<file path="config.mk">
export PLATFORM = sky130hd
export DESIGN_NAME = prg_periodic_gen
export DESIGN_NICKNAME = d
export VERILOG_FILES = /design/src/rtl/prg_pkg.sv /design/src/rtl/prg_ctrl_reg.sv /design/src/rtl/prg_divider.sv /design/src/rtl/prg_tick_sel.sv /design/src/rtl/prg_flag.sv /design/src/rtl/prg_periodic_gen.sv
export SDC_FILE = /design/constraint.sdc
export NUM_CORES = 1
export LEC_CHECK = 0
export BUFFER_PORTS_ARGS = -buffer_cell sky130_fd_sc_hd__buf_2
export CORE_MARGIN = 3
export CORE_UTILIZATION = 40
export DETAILED_ROUTE_END_ITERATION = 8
export PLACE_DENSITY = 0.63
export SYNTH_ARGS = -nofsm -noshare
export SYNTH_HDL_FRONTEND = slang
export SYNTH_HIERARCHICAL = 1
export SYNTH_SLANG_ARGS = --single-unit
</file>
<file path="constraint.sdc">
create_clock -name clk -period 5.5 [get_ports clk]
set_input_delay 0.55 -clock clk [delete_from_list [all_inputs] [get_ports clk]]
set_output_delay 0.55 -clock clk [all_outputs]
set_load 0.01 [all_outputs]
</file>
<file path="src/rtl/prg_pkg.sv">
package prg_pkg;

  localparam int unsigned RATE_W   = 4;
  localparam int unsigned CTL_W    = 8;
  localparam int unsigned HOLD_BIT = 6;

  // Number of low prescaler bits that must all be ones for a tick.
  // A result of zero means the tick is switched off.
  function automatic int unsigned rate_width(input logic [RATE_W-1:0] code);
    int unsigned w;
    case (code)
      4'd0:    w = 0;
      4'd1:    w = 7;
      4'd2:    w = 8;
      default: w = int'(code) - 1;
    endcase
    return w;
  endfunction

  // Period of the tick in timebase pulses for a given code.
  function automatic int unsigned rate_period(input logic [RATE_W-1:0] code);
    int unsigned w;
    w = rate_width(code);
    return (w == 0) ? 0 : (32'd1 << w);
  endfunction

endpackage

</file>
<file path="src/rtl/prg_ctrl_reg.sv">
module prg_ctrl_reg
  import prg_pkg::*;
#(
  parameter int unsigned W = CTL_W,
  parameter int unsigned HB = HOLD_BIT
) (
  input  logic              clk,
  input  logic              rst_n,
  input  logic              wr,
  input  logic [W-1:0]      wdata,
  output logic [W-1:0]      q,
  output logic [RATE_W-1:0] rate,
  output logic              hold
);

  logic [W-1:0] store;

  always_ff @(posedge clk or negedge rst_n) begin
    if (!rst_n)  store <= '0;
    else if (wr) store <= wdata;
  end

  assign q    = store;
  assign rate = store[RATE_W-1:0];
  assign hold = store[HB];

endmodule

</file>
<file path="src/rtl/prg_divider.sv">
module prg_divider #(
  parameter int unsigned DIV_W = 15
) (
  input  logic             clk,
  input  logic             rst_n,
  input  logic             step_en,
  input  logic             hold,
  output logic [DIV_W-1:0] cnt
);

  always_ff @(posedge clk or negedge rst_n) begin
    if (!rst_n)       cnt <= '0;
    else if (hold)    cnt <= '0;
    else if (step_en) cnt <= cnt + 1'b1;
  end

endmodule

</file>
<file path="src/rtl/prg_tick_sel.sv">
module prg_tick_sel
  import prg_pkg::*;
#(
  parameter int unsigned DIV_W = 15
) (
  input  logic [DIV_W-1:0]  cnt,
  input  logic [RATE_W-1:0] rate,
  input  logic              step_en,
  input  logic              hold,
  output logic              tick
);

  localparam int unsigned SEL_W = $clog2(DIV_W + 1);

  // full[w] is high when the low w prescaler bits are all ones.
  logic [DIV_W:0] full;
  assign full[0] = 1'b0;

  genvar g;
  generate
    for (g = 1; g <= DIV_W; g++) begin : g_full
      assign full[g] = &cnt[g-1:0];
    end
  endgenerate

  int unsigned      w_int;
  logic [SEL_W-1:0] w_sel;
  logic             in_range;

  always_comb begin
    w_int    = rate_width(rate);
    in_range = (w_int != 0) && (w_int <= DIV_W);
    w_sel    = in_range ? SEL_W'(w_int) : '0;
    tick     = step_en && !hold && in_range && full[w_sel];
  end

endmodule

</file>
<file path="src/rtl/prg_flag.sv">
module prg_flag (
  input  logic clk,
  input  logic rst_n,
  input  logic set,
  input  logic clr,
  output logic flag
);

  always_ff @(posedge clk or negedge rst_n) begin
    if (!rst_n)   flag <= 1'b0;
    else if (set) flag <= 1'b1;
    else if (clr) flag <= 1'b0;
  end

endmodule

</file>
<file path="src/rtl/prg_periodic_gen.sv">
module prg_periodic_gen
  import prg_pkg::*;
#(
  parameter int unsigned DIV_W = 15
) (
  input  logic             clk,
  input  logic             rst_n,
  input  logic             tb_en,
  input  logic             ctl_wr,
  input  logic [CTL_W-1:0] ctl_wdata,
  output logic [CTL_W-1:0] ctl_rdata,
  input  logic             pie_en,
  input  logic             flag_clr,
  output logic             pflag,
  output logic             pirq
);

  logic [RATE_W-1:0] rate_code;
  logic              div_hold;
  logic [DIV_W-1:0]  div_cnt;
  logic              tick;

  prg_ctrl_reg #(.W(CTL_W), .HB(HOLD_BIT)) u_ctrl (
    .clk   (clk),
    .rst_n (rst_n),
    .wr    (ctl_wr),
    .wdata (ctl_wdata),
    .q     (ctl_rdata),
    .rate  (rate_code),
    .hold  (div_hold)
  );

  prg_divider #(.DIV_W(DIV_W)) u_div (
    .clk     (clk),
    .rst_n   (rst_n),
    .step_en (tb_en),
    .hold    (div_hold),
    .cnt     (div_cnt)
  );

  prg_tick_sel #(.DIV_W(DIV_W)) u_sel (
    .cnt     (div_cnt),
    .rate    (rate_code),
    .step_en (tb_en),
    .hold    (div_hold),
    .tick    (tick)
  );

  prg_flag u_flag (
    .clk   (clk),
    .rst_n (rst_n),
    .set   (tick),
    .clr   (flag_clr),
    .flag  (pflag)
  );

  assign pirq = pflag & pie_en;

endmodule

</file>
Word level (Yosys, flattened, before mapping)
Index checks and enable logic that the tools add are counted.
- equal/unequal tests: 2
- reductions and logical operators: 23
- multiply operators: 0
- add/subtract/negate cells: 2
- divide/modulo/power cells: 0
- bitwise operators: 1
- mux-type cells: 8
- order comparisons: 2
- shift operators: 0
- operators by type and width (cell ; count):
    one-hot mux 32 bit (3 select lines) ; 1
    less-or-equal comparator 32 x 4 -> 1 bit (second input constant) ; 1
    nonzero test 32 bit ; 1
    2-to-1 mux 15 bit ; 2
    adder 15 x 1 -> 15 bit (second input constant) ; 1
    AND reduction 15 bit ; 1
    AND reduction 14 bit ; 1
    AND reduction 13 bit ; 1
    AND reduction 12 bit ; 1
    AND reduction 11 bit ; 1
    AND reduction 10 bit ; 1
    AND reduction 9 bit ; 1
    AND reduction 8 bit ; 1
    AND reduction 7 bit ; 1
    AND reduction 6 bit ; 1
    < comparator 4 x 5 -> 1 bit (second input constant) ; 1
    AND reduction 5 bit ; 1
    subtractor 4 x 1 -> 5 bit (second input constant) ; 1
    binary-select mux 1 bit (select 4 bit) ; 1
    == test 4 x 1 -> 1 bit (second input constant) ; 1
    == test 4 x 2 -> 1 bit (second input constant) ; 1
    logical AND 1 bit ; 4
    zero test 4 bit ; 1
    2-to-1 mux 4 bit ; 1
    7 further kinds ; 10
- bits of input ports: 14
- bits in latches: 0
- memory bits (writable): 0
- bits in read-only memories: 0
- memories kept: 0
- word-level logic and storage cells: 41
- output and inout bits: 10
- flip-flop bits (word level): 24

Logic depth before layout (Yosys ltp)
- depth in word-level cells: 9
- gate-level depth with buffers: 11
- gate-level depth less buffers: 10

Hierarchy
The synthesis kept the hierarchy.
- by module, submodules not included (module ; times used ; seq. area each (um2) ; cells each ; area an instance (um2)):
    prg_divider ; 1 ; 375.4 ; 80 ; 807.0
    prg_tick_sel ; 1 ; 0.0 ; 59 ; 380.4
    prg_ctrl_reg ; 1 ; 200.2 ; 22 ; 369.1
    prg_flag ; 1 ; 25.0 ; 3 ; 36.3
    prg_periodic_gen ; 1 ; 0.0 ; 1 ; 6.3

Worst setup path before layout
No wires, ideal clock.
- path kind: register -> register
- start point: reg u_ctrl.store[0], in the netlist u_ctrl/q[0]
- end point: reg u_flag.flag
- buffers on the path: 1
- clock period less this slack: 2.578 ns
- cell stages (with the launch flop): 11
- arrival: 2.515 ns
- path slack: 2.922 ns
- setup time: 0.064 ns
- required time: 5.436 ns
- path through: dfrtp_1 buf_4 inv_1 ha_1 nor4_1 a211oi_1 or4_1 or3_1 a211o_1 o2111ai_1 a21o_1
- longest elaborated chain between the ends: 9
- elaborated cells between the ends (all ways): 15
- classes of those cells: add/sub: 1; order compare: 1; eq/ne: 2; mux: 5; reduce/logical: 6
- ends and longest elaborated chain (item ; RTL line ; source):
    start: declaration ; prg_ctrl_reg.sv:16 ; logic [W-1:0] store;
    start signal: assignment ; prg_ctrl_reg.sv:20 ; else if (wr) store <= wdata;
    subtractor 4 x 1 -> 5 bit, or another cell as far along ; prg_pkg.sv:15 ; default: w = int'(code) - 1;
    one-hot mux 32 bit (3 select lines) (*) ; prg_pkg.sv:11 ; case (code)
    less-or-equal comparator 32 x 4 -> 1 bit / nonzero test 32 bit (equally long branches) ; prg_tick_sel.sv:32 ; in_range = (w_int != 0) && (w_int <= DIV_W);
    logical AND 1 bit ; prg_tick_sel.sv:32 ;
    2-to-1 mux 4 bit ; prg_tick_sel.sv:33 ; w_sel = in_range ? SEL_W'(w_int) : '0;
    binary-select mux 1 bit (select 4 bit) ; prg_tick_sel.sv:34 ; tick = step_en && !hold && in_range && full[w_sel];
    2-to-1 mux 1 bit (not written as such) ; prg_tick_sel.sv:34 ;
    logical AND 1 bit (*) ; prg_tick_sel.sv:34 ;
    named net tick ; prg_periodic_gen.sv:21 ; logic tick;
    2-to-1 mux 1 bit / nonzero test 2 bit (equally long branches) ; n/a ;
    end signal: assignment ; prg_flag.sv:10 ; if (!rst_n) flag <= 1'b0;
    end signal: assignment ; prg_flag.sv:11 ; else if (set) flag <= 1'b1;
    end signal: assignment ; prg_flag.sv:12 ; else if (clr) flag <= 1'b0;
    end: declaration ; prg_flag.sv:6 ; output logic flag
Mark *: on every way through the listed nets, which the timed path passes. The rest lies on a longest branch. The select of a mux whose other input is x is not followed.
A chain may end at the register's enable or synchronous reset.

Worst setup path in the final report
Same ends and word-level chain as after synthesis.

==> results_dict.tcl <==
set metrics [dict create \
    cp_top_family "simple AND/OR/NAND/NOR gates" \
    htree_levels 1 \
    avgRoutedWirePerCell_um 15.0 \
    cts_repair_resize_count 0 \
    static-leakage-power_nw 0.749 \
    vias_per_cell 5.60 \
    rows 22 \
    synthTopCellsByCount "dfrtp_1 (24), nor2_1 (17), inv_1 (9), nand4_1 (9), mux2_4 (8)" \
    grt_pass1_vias 1238 \
    netlist_top_cells_area "dfrtp_1 (38%), mux2_4 (7.5%), nor2_1 (4.0%), ha_1 (3.9%), nand4_1 (3.5%)" \
    clockRootBuffer "clkbuf_8" \
    layout_min_cycle_time_ns 2.84 \
    crit_path_end_kind "register" \
    timing.fmax_mhz 352 \
    rsz0062_at_grt "false" \
    slew_headroom_pct 48.7 \
    skew_ns 0.00569 \
    tightest_slew_ns 0.770 \
    hold_viol 0 \
    grt_max_degree 25 \
    n_antenna_cell 0 \
    final_nets 202 \
    cp_max_fo 8 \
    fin_tns_setup_ns 0 \
    synth-xor-area-share_pct 2.19 \
    fin_crit_sh_pct 51.7 \
    clk_pin_slew_ns 0.09 \
    synthToLayoutAreaGrowth_pct 9.70 \
    total_power_uw 408 \
    ant_nets 0 \
    start_util_pct 42.7 \
    die_w_um 69.2 \
    drt-initial-drc-count 95 \
    core_area_um2 3740 \
    wl_mm 3.44 \
    regArea_um2 601 \
    synth_mux_area_share_pct 11.0 \
    grt.overflow.total 0 \
    die_h_um 69.2 \
    antenna_found_initial 0 \
    ys_async_sr_fraction_pct 100 \
    r2r_cells 9 \
    netlist_area_um2 1600 \
    synth_fp_nets 184 \
    first_pass_iters 5 \
    gp_congestion 0.824 \
    cts.sinks 24 \
    synth_edf_count 0 \
    cp.buffers_inverters 1 \
    yosysMostFrequentCell "dfrtp_1" \
    multiInputGateArea_um2 890 \
    pwr_density_cell_nw_per_um2 233 \
    ys_warn_count 6 \
    r2r_end "u_flag/flag$_DFFE_PN0P_" \
    numPortBuffers 23 \
    slowest_delay_ns 0.52 \
    synthDistinctLibCells 43 \
    synth_ff_type "dfrtp_1" \
    cp_data_required_time_ns 5.72 \
    die_area_um2 4790 \
    dpl.hpwl_mm 2.46 \
    synth_compound_area_share_pct 16.4 \
    grt_pass1_wl_mm 6.10 \
    layout-drive-gt1-share_pct 21.4 \
    ir_worst_vdd_v 0.0000887 \
    synthCells 165 \
    io_pins 24 \
    crit_path_start_kind "register" \
    cts_buffer_depth 2 \
    maxCapViolations 0 \
    avgSynthCellArea_um2 9.69 \
    n_fill_cell 375 \
    synth_top_area_share_pct 37.6 \
    postCtsSetupBuffers 0 \
    crit_arrival_ns 3.06 \
    maxSlewViolCount 0 \
    path_class "reg -> reg" \
    drc_errors 0 \
    path_cells "inv_1, ha_1, nor4_1, a211oi_1, or4_1, or3_1, a211o_1, o2111ai_1, a21o_1" \
    tritoncts "built" \
    holdBufCountCts 0 \
    cts_inserted_buffers 3 \
    r2r_setup_slack_ns 2.66 \
    synth_top_family_by_area "simple AND/OR/NAND/NOR gates" \
    finalSetupViolCount 0 \
    status "complete, no violations" \
    slowest_stage "or4_1" \
    min_path_type "in -> async" \
    synth-simple-area-share_pct 22.1 \
    yosysTopAreaCell "dfrtp_1" \
    final_core_util_pct 46.9 \
    yosysSeqAreaShare_pct 37.6 \
    synthAdderAreaFrac_pct 3.91 \
    rr_startpoint "u_ctrl/q[0]$_DFFE_PN0P_" \
    synth-seq-cells 24 \
    path_depth 9 \
    track_usage_pct 15.3 \
    clk_latency_ns 0.27 \
    vias 1287 \
]
cells in the final DEF (no fill, tap or decap), types with 2 or more instances in the layout:
cell       n
mux2_1     4
mux2_4     8
nor2_1    17
nor2b_1    4
a21o_1     3
o21ai_0    7
a21oi_1    6
or4_1      4
buf_2     23
nand4_1    9
o21ai_1    4
nand3_1    3
ha_1       5
a211oi_1   4
inv_1      9
nand2_1    6
xor2_1     3
a211o_1    2
nand2b_1   3
o31ai_1    3
dfrtp_1   24
or3_1      5
clkbuf_8   4
nor4_1     4
per-stage QoR:
step	hold WS [ns]	setup slack (ns)	instances	instance area, µm²
5_1_grt	0.299	2.41	230	1750
6_report	0.244	2.66	230	1750
3_3_place_gp	0.479	2.87	226	1700
4_1_cts	0.275	2.67	230	1750
3_5_place_dp	0.493	2.70	226	1700
2_1_floorplan	0.254	2.92	165	1600
per-layer routing:
metal	wire length, µm	up-vias	GRT usage [%]
li1	-	640	-
met5	0	-	0
met4	57	0	5.64
met1	1600	615	20.6
met2	1670	25	24.7
met3	120	7	2.32
final cells by class:
cell class                      count  area share, %
Tap cell                           48           3.42
Timing Repair Buffer               23           6.56
Multi-Input combinational cell    122           50.7
Clock buffer                        4           3.14
Sequential cell                    24           34.2
Inverter                            9           1.93
sequential cells by signal, summed over array words and instances (netlist names):
signal / flops
u_div/cnt: 15
u_ctrl/q: 8
u_flag/flag: 1
cell families (layout without fill, tap and decap cells):
group | after synthesis | count (layout)
AO/OA/AOI/OAI | 37 | 37
XOR/XNOR | 4 | 4
adder cells (fa/ha/maj) | 5 | 5
buffers and inverters | 19 | 36
flip-flops | 24 | 24
multiplexers | 13 | 13
AND/OR/NAND/NOR | 63 | 63
how the worst max path moves through the flow:
stage | startpoint | end | slack, ns
floorplan | u_ctrl/q[0]$_DFFE_PN0P_ | u_flag/flag$_DFFE_PN0P_ | 2.92
global placement | u_ctrl/q[0]$_DFFE_PN0P_ | u_flag/flag$_DFFE_PN0P_ | 2.87
detailed placement | u_ctrl/q[0]$_DFFE_PN0P_ | u_flag/flag$_DFFE_PN0P_ | 2.70
CTS | u_ctrl/q[0]$_DFFE_PN0P_ | u_flag/flag$_DFFE_PN0P_ | 2.67
global route | u_ctrl/q[0]$_DFFE_PN0P_ | u_flag/flag$_DFFE_PN0P_ | 2.41
finish | u_ctrl/q[0]$_DFFE_PN0P_ | u_flag/flag$_DFFE_PN0P_ | 2.66
report_power, final:
part | leakage, nW | internal, mW | switching, mW
sequential | 0.316 | 0.185 | 0.0186
combinational | 0.405 | 0.0381 | 0.0445
clock | 0.0288 | 0.0640 | 0.0580
No activity file was read; power rests on OpenSTA's default activity.
